**src/rtl/reg_amount_shifter.sv**
```systemverilog
module reg_amount_shifter #(
  parameter int WIDTH   = 32,
  parameter bit OUT_REG = 1'b1
) (
  input  logic             clk,
  input  logic             rst_n,
  input  logic [WIDTH-1:0] operand,
  input  logic [31:0]      amount,
  input  logic [1:0]       shift_kind,
  input  logic             carry_in,
  output logic [WIDTH-1:0] result,
  output logic             carry_out
);
  localparam int IDX_W = $clog2(WIDTH);

  logic [7:0]         cnt;
  logic [IDX_W-1:0]   rot, lsl_idx, rsh_idx, rot_idx;
  logic [2*WIDTH-1:0] dbl;
  logic [WIDTH-1:0]   nres;
  logic               nc;
  logic [23:0]        unused_hi;

  assign cnt       = amount[7:0];
  assign unused_hi = amount[31:8];
  assign rot       = cnt[IDX_W-1:0];
  assign lsl_idx   = IDX_W'(WIDTH - int'(cnt));
  assign rsh_idx   = IDX_W'(int'(cnt) - 1);
  assign rot_idx   = rot - 1'b1;
  assign dbl       = {operand, operand} >> rot;

  always_comb begin
    nres = operand;
    nc   = carry_in;
    if (cnt != 8'd0) begin
      case (shift_kind)
        2'b00: begin
          if (int'(cnt) < WIDTH) begin
            nres = operand << cnt;
            nc   = operand[lsl_idx];
          end else begin
            nres = '0;
            nc   = (int'(cnt) == WIDTH) ? operand[0] : 1'b0;
          end
        end
        2'b01: begin
          if (int'(cnt) < WIDTH) begin
            nres = operand >> cnt;
            nc   = operand[rsh_idx];
          end else begin
            nres = '0;
            nc   = (int'(cnt) == WIDTH) ? operand[WIDTH-1] : 1'b0;
          end
        end
        2'b10: begin
          if (int'(cnt) < WIDTH) begin
            nres = WIDTH'($signed(operand) >>> cnt);
            nc   = operand[rsh_idx];
          end else begin
            nres = {WIDTH{operand[WIDTH-1]}};
            nc   = operand[WIDTH-1];
          end
        end
        default: begin
          if (rot == '0) begin
            nres = operand;
            nc   = operand[WIDTH-1];
          end else begin
            nres = dbl[WIDTH-1:0];
            nc   = operand[rot_idx];
          end
        end
      endcase
    end
  end

  generate
    if (OUT_REG) begin : g_reg
      always_ff @(posedge clk or negedge rst_n) begin
        if (!rst_n) begin
          result    <= '0;
          carry_out <= 1'b0;
        end else begin
          result    <= nres;
          carry_out <= nc;
        end
      end

      AST_ZERO_PASS: assert property (@(posedge clk) disable iff (!rst_n)
        (amount[7:0] == 8'd0) |=> (result == $past(operand) && carry_out == $past(carry_in)));
      AST_LSL_BEYOND: assert property (@(posedge clk) disable iff (!rst_n)
        (shift_kind == 2'b00 && int'(amount[7:0]) > WIDTH) |=> (result == '0 && !carry_out));
      AST_LSR_EXACT: assert property (@(posedge clk) disable iff (!rst_n)
        (shift_kind == 2'b01 && int'(amount[7:0]) == WIDTH) |=> (result == '0 && carry_out == $past(operand[WIDTH-1])));
      AST_ASR_FILL: assert property (@(posedge clk) disable iff (!rst_n)
        (shift_kind == 2'b10 && int'(amount[7:0]) >= WIDTH) |=>
        (result == {WIDTH{$past(operand[WIDTH-1])}} && carry_out == $past(operand[WIDTH-1])));
      AST_ROR_MULT: assert property (@(posedge clk) disable iff (!rst_n)
        (shift_kind == 2'b11 && amount[7:0] != 8'd0 && amount[IDX_W-1:0] == '0) |=>
        (result == $past(operand) && carry_out == $past(operand[WIDTH-1])));
    end else begin : g_comb
      assign result    = nres;
      assign carry_out = nc;
    end
  endgenerate
endmodule

```
**config.mk**
```make
export PLATFORM = sky130hd
export DESIGN_NAME = reg_amount_shifter
export DESIGN_NICKNAME = d
export VERILOG_FILES = /design/src/rtl/reg_amount_shifter.sv
export SDC_FILE = /design/constraint.sdc
export NUM_CORES = 1
export LEC_CHECK = 0
export BUFFER_PORTS_ARGS = -buffer_cell sky130_fd_sc_hd__buf_4
export CORE_MARGIN = 5
export CORE_UTILIZATION = 50
export DETAILED_ROUTE_END_ITERATION = 7
export PLACE_DENSITY = 0.7
export SYNTH_ARGS = -nofsm -noshare
export SYNTH_HDL_FRONTEND = slang
export SYNTH_SLANG_ARGS = --single-unit
```
**constraint.sdc**
```tcl
create_clock -name clk -period 0.8 [get_ports clk]
set_clock_uncertainty 0.05 [all_clocks]
set_input_delay 0.04 -clock clk [delete_from_list [all_inputs] [get_ports clk]]
set_output_delay 0.04 -clock clk [all_outputs]
set_load 0.02 [all_outputs]
```
==> flow_metrics.py, run 1 <==
metrics = {
    "run_status": {
        "status": "stopped before the end",
        "stop_stage": "5_1_grt",
        "first-error": "[ERROR GRT-0232] Routing congestion too high. Check the congestion heatmap in the GUI.",
    },
    "synthesis": {
        "avgSynthCellArea_sq_um": 7.961,
        "ys_ff_latch": 33,
        "synth_largest_area_cell": "mux4_2",
        "synth_compound_area_share_pct": 26.60,
        "muxShareOfSynthArea_pct": 34.87,
        "synth_top_family_by_area": "multiplexers",
        "yosysUniqueCellTypes": 86,
        "synth_fa_ha_area_share_pct": 0.3070,
        "mappedNetlistArea_sq_mm": 0.008152,
        "synthTopCellsByCount": "nand2_1 (120), nor2_1 (116), clkbuf_1 (69)",
        "synth.net_count": 1095,
        "synth-xor-area-share_pct": 0.4298,
        "async_flop_share_pct": 100.0,
        "synthSimpleGateAreaFrac_pct": 19.55,
        "synth_edf_count": 0,
        "yosysWarnings": 0,
        "synth_area_leaders": "mux4_2 (19%), dfrtp_1 (10%), mux2i_1 (8.3%)",
        "synthCells": 1024,
        "yosysMostFrequentCell": "nand2_1",
        "seq_area_frac_synth_pct": 10.13,
        "yosys.area.top_type_share_pct": 18.79,
        "ys.flop_type": "dfrtp_1",
    },
    "clock_network": {
        "ctsRootBufferMaster": "clkbuf_16",
        "cts_sinks": 33,
        "htree_levels": 2,
        "clk_path_buf_depth": 2,
        "cts_made_buffers": 5,
    },
    "sta": {
        "endpoint_type": "register data pin",
        "worstEndpointGrtRepair": "result[4]$_DFF_PN0_/D",
    },
    "die": {
        "die_w_microns": 137.7,
        "ios": 102,
        "fp.dieH_microns": 137.7,
        "rows": 46,
        "start_util_pct": 51.13,
    },
    "placement": {
        "hpwlAfterDp_mm": 36.22,
        "portBuffers": 77,
        "place_congestion": 1.217,
    },
    "grt": {
        "grt_overflow": 95,
        "grt_max_degree": 37,
        "track_usage_pct": 77.25,
    },
}
[metrics by stage]
stage | area (sq um) | hold slack, ns | setup slack, ns | std cells | setup TNS (ns)
2_1_floorplan | 8463 | -0.3056 | -1.367 | 1024 | -36.93
3_3_place_gp | 11560 | -0.02662 | -1.808 | 1564 | -50.76
3_5_place_dp | 11560 | -0.02416 | -1.780 | 1564 | -51.69
4_1_cts | 13600 | 0.1249 | -1.168 | 1631 | -36.08
[logic make-up after synthesis]
| kind of cell | after synthesis |
|---|---|
| AOI/OAI and AO/OA | 312 |
| xor gates and xnor gates | 4 |
| adders and majority gates | 2 |
| buffers and inverters | 140 |
| DFF | 33 |
| muxes | 181 |
| and+or+nand+nor | 352 |
[timing repair]
action | 4_1_cts
cloned | 8
hold buffers | 1
endpoints found under the hold margin | 33
setup endpoints to repair | 66
buffers inserted | 55
resized for setup | 301
pin swaps | 77
[metal layers]
layer  track usage [%]  GRT overflow
met4             76.55            36
met2             89.45            54
met1             77.18             3
met3             66.54             2
met5             38.06             0
==> inputs of run 2 (changes only) <==
- CORE_UTILIZATION: 50 -> 35
- PLACE_DENSITY: 0.7 -> unset
- PLACE_DENSITY_LB_ADDON: unset -> 0.15
==> run 2 against run 1 <==
The flow now finishes, with violations (negative setup slack). Synthesized cell count did not move. Synthesized area did not move.
==> flow_metrics.py, run 2 <==
metrics = {
    "run_status": {
        "status": "finished, violations left",
        "violations": "negative setup slack",
    },
    "finish": {
        "final_cells": 1775,
        "nets": 1531,
        "synthToLayoutAreaGrowth_pct": 70.94,
        "final_cell_area_sq_mm": 0.01393,
        "layout_commonest_cell": "buf_4",
        "top_register": "result",
        "top_regs": "result: 32 flops, carry_out: 1 flops",
        "layout_common_cells": "buf_4 (460), nand2_1 (106), nor2_1 (94)",
        "largest_reg_flops": 32,
        "drive_gt1_share_pct": 59.82,
        "fill_cells": 2083,
    },
    "synthesis": {
        "async_flop_share_pct": 100.0,
        "synthTopCellsByCount": "nand2_1 (120), nor2_1 (116), clkbuf_1 (69)",
        "synth_largest_area_cell": "mux4_2",
        "synth_edf_count": 0,
        "yosysWarnings": 0,
        "ys_ff_latch": 33,
        "yosys.area.top_type_share_pct": 18.79,
        "mappedNetlistArea_sq_mm": 0.008152,
        "synth.net_count": 1095,
        "ys.flop_type": "dfrtp_1",
        "avgSynthCellArea_sq_um": 7.961,
        "synthCells": 1024,
        "seq_area_frac_synth_pct": 10.13,
        "yosysMostFrequentCell": "nand2_1",
        "synth_area_leaders": "mux4_2 (19%), dfrtp_1 (10%), mux2i_1 (8.3%)",
        "yosysUniqueCellTypes": 86,
    },
    "die": {
        "dieArea_sq_mm": 0.02644,
        "coreArea_sq_mm": 0.02278,
        "start_util_pct": 35.79,
        "ios": 102,
        "die_w_microns": 162.6,
        "fp.dieH_microns": 162.6,
        "rows": 55,
    },
    "worst_setup_path": {
        "required_ns": 0.93,
        "crit_path_end_kind": "register",
        "crit_type": "in -> reg",
        "crit_chain": "buf_16 > buf_6 > mux4_2 > mux2i_2 > nand3_1 > and4b_2 > nor4_4 > buf_4 > a21oi_2 > a2bb2oi_2",
        "crit_fanout": 7,
        "arrival_ns": 2.11,
        "cp_num_buf_inv": 3,
        "path_delay_family": "multiplexers",
        "cp-start-kind": "primary input",
        "crit_slowest_cell": "mux4_2",
        "slowest_delay_ns": 0.59,
    },
    "grt": {
        "grt_overflow": 0,
        "antenna_found_initial": 2,
        "grt_pass1_vias": 11068,
        "grt_max_degree": 25,
        "grt_pass1_wl_mm": 75.20,
        "track_usage_pct": 38.41,
    },
    "placement": {
        "place_inst": 1715,
        "hpwlAfterDp_mm": 41.57,
        "portBuffers": 77,
        "place_congestion": 1.118,
        "placed_area_sq_mm": 0.01210,
    },
    "worst_hold_path": {
        "hold_class": "in -> async",
    },
    "routing": {
        "detail_route.iter0.violations": 1453,
        "ant_nets": 0,
        "drcViolationCount": 0,
        "wirelength_mm": 52.10,
        "via_per_inst": 6.490,
        "firstDrtPassIters": 6,
        "num_vias": 11519,
        "detail_route.wl_per_cell_microns": 29.35,
    },
    "sta": {
        "finalCritPeriodShare_pct": 248.2,
        "hold_viol_final": 0,
        "clock.fmax_ghz": 0.5036,
        "worstMarginPinSlew_ns": 0.6039,
        "max-slew-margin-rel_pct": 59.31,
        "setup_viol": 66,
        "finalSetupTns_ns": -37.24,
        "slew_viol_final": 0,
        "post-route-min-period_ns": 1.986,
        "rsz0062_at_grt": "yes",
        "fin_ws_ns": -1.186,
    },
    "clock_network": {
        "ctsRootBufferMaster": "clkbuf_16",
        "cts_made_buffers": 5,
        "htree_levels": 2,
        "cts_sinks": 33,
        "path_clk_slew_ns": 0.06,
        "clk_path_buf_depth": 2,
        "cts_tree": "yes",
    },
    "power": {
        "total_power_mw": 13.62,
        "ir_drop_mv": 0.8439,
        "p_leak_nw": 5.972,
        "p_per_area_mw_per_mm2": 977.8,
    },
    "run": {
        "cap_violations": 0,
    },
}
## run 2: worst paths after layout
| path | from | endpoint | slack (ns) | depth (start not counted) |
|---|---|---|---|---|
| worst max-delay path | amount[0] | result[7]$_DFF_PN0_ | -1.19 | 10 |
| max in group asynchronous | rst_n | result[24]$_DFF_PN0_ | 0.22 | 3 |
| worst min-delay path | rst_n | result[15]$_DFF_PN0_ | 0.11 | 2 |
| min in group clk | operand[17] | result[17]$_DFF_PN0_ | 0.16 | 3 |
## run 2: kinds of logic (layout without fill, tap and decap cells)
family | after synthesis | in the layout | synth area share (%)
AND/OR/NAND/NOR | 352 | 352 | 19.56
AO/OA/AOI/OAI | 312 | 312 | 26.60
multiplexers | 181 | 181 | 34.87
buffers and inverters | 140 | 577 | 8.104
flip-flops | 33 | 33 | 10.13
XOR/XNOR | 4 | 4 | 0.4299
adder cells (fa/ha/maj) | 2 | 2 | 0.3069
other | 0 | 1 | 0
## run 2: routing by layer
metal  global-route usage, %  wire [microns]  up-vias
met4                   16.28            2876        2
met1                   52.10           20200     5589
met3                   11.95            7216      197
met2                   56.59           21800      886
li1                        -               -     4845
met5                       0              13        -
## run 2: metrics by stage
step | worst slack [ns] | util (%) | hold WS [ns]
3_5_place_dp | -1.755 | 53.13 | -0.1290
5_1_grt | -1.235 | 61.16 | 0.1243
2_1_floorplan | -1.367 | - | -0.3056
4_1_cts | -1.134 | 58.68 | 0.1119
3_3_place_gp | -1.804 | 53.13 | -0.1377
6_report | -1.186 | 61.18 | 0.1070
## run 2: where the power goes
group / leakage [nW] / internal (mW) / switching [mW] / total [mW]
registers: 0.418 / 1.85 / 0.0944 / 1.94
logic: 5.48 / 4.63 / 5.08 / 9.72
clock network: 0.0706 / 1.15 / 0.821 / 1.97
total: 5.97 / 7.63 / 6.00 / 13.6
## run 2: cell type report
cell class                 count  area, sq um  share of cell area (%)
multi-input combinational    851         7736                   55.52
timing repair buffer         559         4787                   34.35
sequential                    33        825.8                   5.926
tap                          313        391.6                   2.810
clock buffer                   6        128.9                  0.9248
inverter                      10        52.55                  0.3771
clock inverter                 2        10.01                 0.07183
antenna                        1        2.502                 0.01796
## run 2: repair_timing
action | in CTS | in global routing
setup endpoints to repair | 66 | 66
hold buffers | 1 | 0
hold endpoints to repair | 33 | 0
pin swaps | 43 | 50
gates resized for setup | 201 | 100
buffers inserted | 36 | 16
cloned | 2 | 0
(Power assumes the default switching activity.)
==> inputs of run 3 (changes only) <==
- RECOVER_POWER: unset -> 100
==> run 3 against run 2 <==
The run still ends with negative setup slack left. Global-route usage is the same. Clock-buffer cell count is the same. Critical path depth stayed put. Die area unchanged. Clock power about the same. Combinational power about the same. Maximum frequency barely moved. Via count is essentially flat. Sequential share of layout area about the same. Power about the same. Critical path type unchanged. Highest routed layer unchanged.
==> flow_metrics.py, run 3 (synthesis results as in run 2) <==
metrics = {
    "power": {
        "p_leak_nw": 5.971,
        "power_frac_seq_pct": 14.2,
        "switchingPower_mw": 5.997,
        "ir_drop_mv": 0.8439,
        "total_power_mw": 13.62,
        "p_per_area_mw_per_mm2": 977.7,
        "p_int_mw": 7.625,
        "p_comb_share_pct": 71.3,
        "sw_frac_of_total_pct": 44.03,
        "pwr-share-clk_pct": 14.5,
    },
    "routing": {
        "drcViolationCount": 0,
        "wirelength_mm": 52.02,
        "ant_nets": 0,
        "firstDrtPassIters": 5,
        "num_vias": 11525,
        "via_per_inst": 6.493,
        "detail_route.wl_per_cell_microns": 29.31,
        "wl_met2_mm": 21.68,
        "dr_wl_met3_mm": 7.252,
        "routedLengthMet1_mm": 20.13,
        "detail_route.iter0.violations": 1453,
        "maxUsedRoutingLayer": "met5",
    },
    "die": {
        "rows": 55,
        "fp.dieH_microns": 162.6,
        "dieArea_sq_mm": 0.02644,
        "start_util_pct": 35.79,
        "ios": 102,
        "die_w_microns": 162.6,
        "coreArea_sq_mm": 0.02278,
    },
    "worst_setup_path": {
        "crit_type": "in -> reg",
        "cp_num_buf_inv": 3,
        "crit_chain": "buf_16 > buf_6 > mux4_2 > mux2i_2 > nand3_1 > and4b_2 > nor4_4 > buf_4 > a21oi_2 > a2bb2oi_2",
        "crit_slowest_cell": "mux4_2",
        "crit_fanout": 7,
        "path_delay_family": "multiplexers",
        "slowest_delay_ns": 0.59,
        "crit_path_end_kind": "register",
        "arrival_ns": 2.11,
        "cp-start-kind": "primary input",
        "required_ns": 0.93,
    },
    "finish": {
        "drive_gt1_share_pct": 59.82,
        "largest_reg_flops": 32,
        "top_regs": "result: 32 flops, carry_out: 1 flops",
        "regArea_sq_um": 825.8,
        "synthToLayoutAreaGrowth_pct": 70.91,
        "final_cells": 1775,
        "nets": 1531,
        "fill_cells": 2084,
        "layout_commonest_cell": "buf_4",
        "multiInputGateArea_sq_mm": 0.007736,
        "top_register": "result",
        "layout_common_cells": "buf_4 (459), nand2_1 (106), nor2_1 (94)",
    },
    "worst_hold_path": {
        "hold_depth": 3,
        "min_from": "operand[17]",
        "hold-path-endpoint": "result[17]$_DFF_PN0_",
        "hold_class": "in -> reg",
    },
    "sta": {
        "max-slew-margin-rel_pct": 59.31,
        "fin_ws_ns": -1.188,
        "slew_viol_final": 0,
        "finalSetupTns_ns": -37.26,
        "hold_viol_final": 0,
        "setup_viol": 66,
        "rsz0062_at_grt": "yes",
        "worstMarginPinSlew_ns": 0.6039,
        "clock.fmax_ghz": 0.5031,
        "finalCritPeriodShare_pct": 248.5,
        "post-route-min-period_ns": 1.988,
    },
    "run_status": {
        "violations": "negative setup slack",
        "status": "finished, violations left",
    },
    "grt": {
        "track_usage_pct": 38.41,
        "grt_pass1_wl_mm": 75.20,
        "grt_max_degree": 25,
        "antenna_found_initial": 2,
        "grt_pass1_vias": 11068,
        "grt_overflow": 0,
    },
    "placement": {
        "place_ws_ns": -1.755,
        "place_inst": 1715,
        "portBuffers": 77,
        "place_congestion": 1.118,
        "hpwlAfterDp_mm": 41.57,
    },
    "clock_network": {
        "htree_levels": 2,
        "path_clk_slew_ns": 0.06,
        "cts_sinks": 33,
        "ctsRootBufferMaster": "clkbuf_16",
        "cts_made_buffers": 5,
        "cts_tree": "yes",
        "clk_path_buf_depth": 2,
    },
    "run": {
        "cap_violations": 0,
    },
}
==> run 3: power by group through the flow <==
stage                     clock (mW)  sequential, mW  combinational, mW
after floorplan                    0            2.16               3.89
after global placement             0            1.93               8.09
after detailed placement           0            1.93               8.07
after CTS                       2.00            1.94               8.93
after global routing            2.04            1.96               10.0
final                           1.97            1.94               9.71
==> run 3: what timing repair did <==
action	4_1_cts	5_1_grt
setup endpoints to repair	66	66
cloned	2	0
pin swaps	43	50
hold buffers	1	0
buffers inserted	36	16
resized for setup	201	100
hold endpoints to repair	33	0
==> run 3: cell type report <==
cell class | count | area share [%]
diodes | 1 | 0.01796
repair buffers | 559 | 34.34
clock inverters | 2 | 0.07185
well taps | 313 | 2.811
inverters | 10 | 0.3772
clock buffers | 6 | 0.9250
multi-input cells | 851 | 55.53
flip-flops and latches | 33 | 5.927
==> run 3: worst max-delay path by stage <==
stage                   start                  end  slack (ns)  depth (start not counted)
floorplan           amount[0]  carry_out$_DFF_PN0_       -1.37                         12
global placement    amount[0]  carry_out$_DFF_PN0_       -1.80                         10
detailed placement  amount[0]  carry_out$_DFF_PN0_       -1.75                         10
CTS                 amount[0]  result[7]$_DFF_PN0_       -1.13                         10
global route        amount[0]  result[7]$_DFF_PN0_       -1.24                         10
finish              amount[0]  result[7]$_DFF_PN0_       -1.19                         10
==> run 3: metal layers <==
metal	up-vias	GRT usage (%)
met4	2	16.28
met5	-	0
met1	5577	52.10
li1	4846	-
met2	892	56.59
met3	208	11.95
==> run 3: through the flow <==
stage	util, %	area (sq um)	hold slack (ns)
final	61.16	13930	0.1595
after global routing	61.15	13930	0.1492
after CTS	58.68	13370	0.1119
after detailed placement	53.13	12100	-0.1290
after global placement	53.13	12100	-0.1377
after floorplan	-	8463	-0.3056
==> inputs of run 4 (changes only) <==
- CORE_UTILIZATION: 35 -> 55
==> run 4 against run 3 <==
The flow now stops in 5_1_grt. Synthesized cell count stayed put. Synthesized area unchanged.
==> flow_metrics.py, run 4 <==
metrics = {
    "run_status": {
        "status": "stopped before the end",
        "stop_stage": "5_1_grt",
        "first-error": "[ERROR GRT-0232] Routing congestion too high. Check the congestion heatmap in the GUI.",
    },
    "placement": {
        "hpwlAfterDp_mm": 36.31,
        "place_congestion": 1.192,
        "placed_area_sq_mm": 0.01168,
        "portBuffers": 77,
        "place_ws_ns": -1.700,
    },
    "synthesis": {
        "ys.flop_type": "dfrtp_1",
        "synthCells": 1024,
        "ys_ff_latch": 33,
        "yosysWarnings": 0,
        "synth_edf_count": 0,
        "synth_area_leaders": "mux4_2 (19%), dfrtp_1 (10%), mux2i_1 (8.3%)",
        "yosys.area.top_type_share_pct": 18.79,
        "async_flop_share_pct": 100.0,
        "yosysMostFrequentCell": "nand2_1",
        "yosysUniqueCellTypes": 86,
        "synth_largest_area_cell": "mux4_2",
        "mappedNetlistArea_sq_mm": 0.008152,
        "avgSynthCellArea_sq_um": 7.961,
        "synth.net_count": 1095,
        "synthTopCellsByCount": "nand2_1 (120), nor2_1 (116), clkbuf_1 (69)",
        "seq_area_frac_synth_pct": 10.13,
    },
    "clock_network": {
        "cts_sinks": 33,
        "cts_made_buffers": 5,
        "htree_levels": 2,
        "clk_path_buf_depth": 2,
        "ctsRootBufferMaster": "clkbuf_16",
    },
    "die": {
        "start_util_pct": 56.09,
        "die_w_microns": 131.7,
        "fp.dieH_microns": 131.7,
        "ios": 102,
        "rows": 44,
    },
    "grt": {
        "track_usage_pct": 81.32,
        "grt_overflow": 144,
        "grt_max_degree": 45,
    },
    "sta": {
        "endpoint_type": "register data pin",
        "worstEndpointGrtRepair": "result[4]$_DFF_PN0_/D",
    },
}
==> run 4: timing repair <==
| item | 4_1_cts |
|---|---|
| setup endpoints to repair | 66 |
| gates resized for setup | 92 |
| pin swaps | 9 |
| hold buffers | 1 |
| buffers inserted | 3 |
| endpoints found under the hold margin | 33 |
| gates cloned | 2 |
==> run 4: logic make-up after synthesis <==
| kind of cell | share of synthesized area, % |
|---|---|
| simple gates | 19.56 |
| buf+inv | 8.104 |
| fa+ha+maj | 0.3069 |
| compound gates | 26.60 |
| flops | 10.13 |
| xor+xnor | 0.4299 |
| mux | 34.87 |
==> run 4: through the flow <==
stage          cells  util (%)
4_1_cts         1553     84.53
3_3_place_gp    1541     80.35
2_1_floorplan   1024         -
3_5_place_dp    1541     80.35
==> run 4: metal layers <==
metal	global-route usage, %	overflow
met4	82.80	63
met1	80.50	3
met5	37.22	0
met3	72.18	0
met2	92.78	78
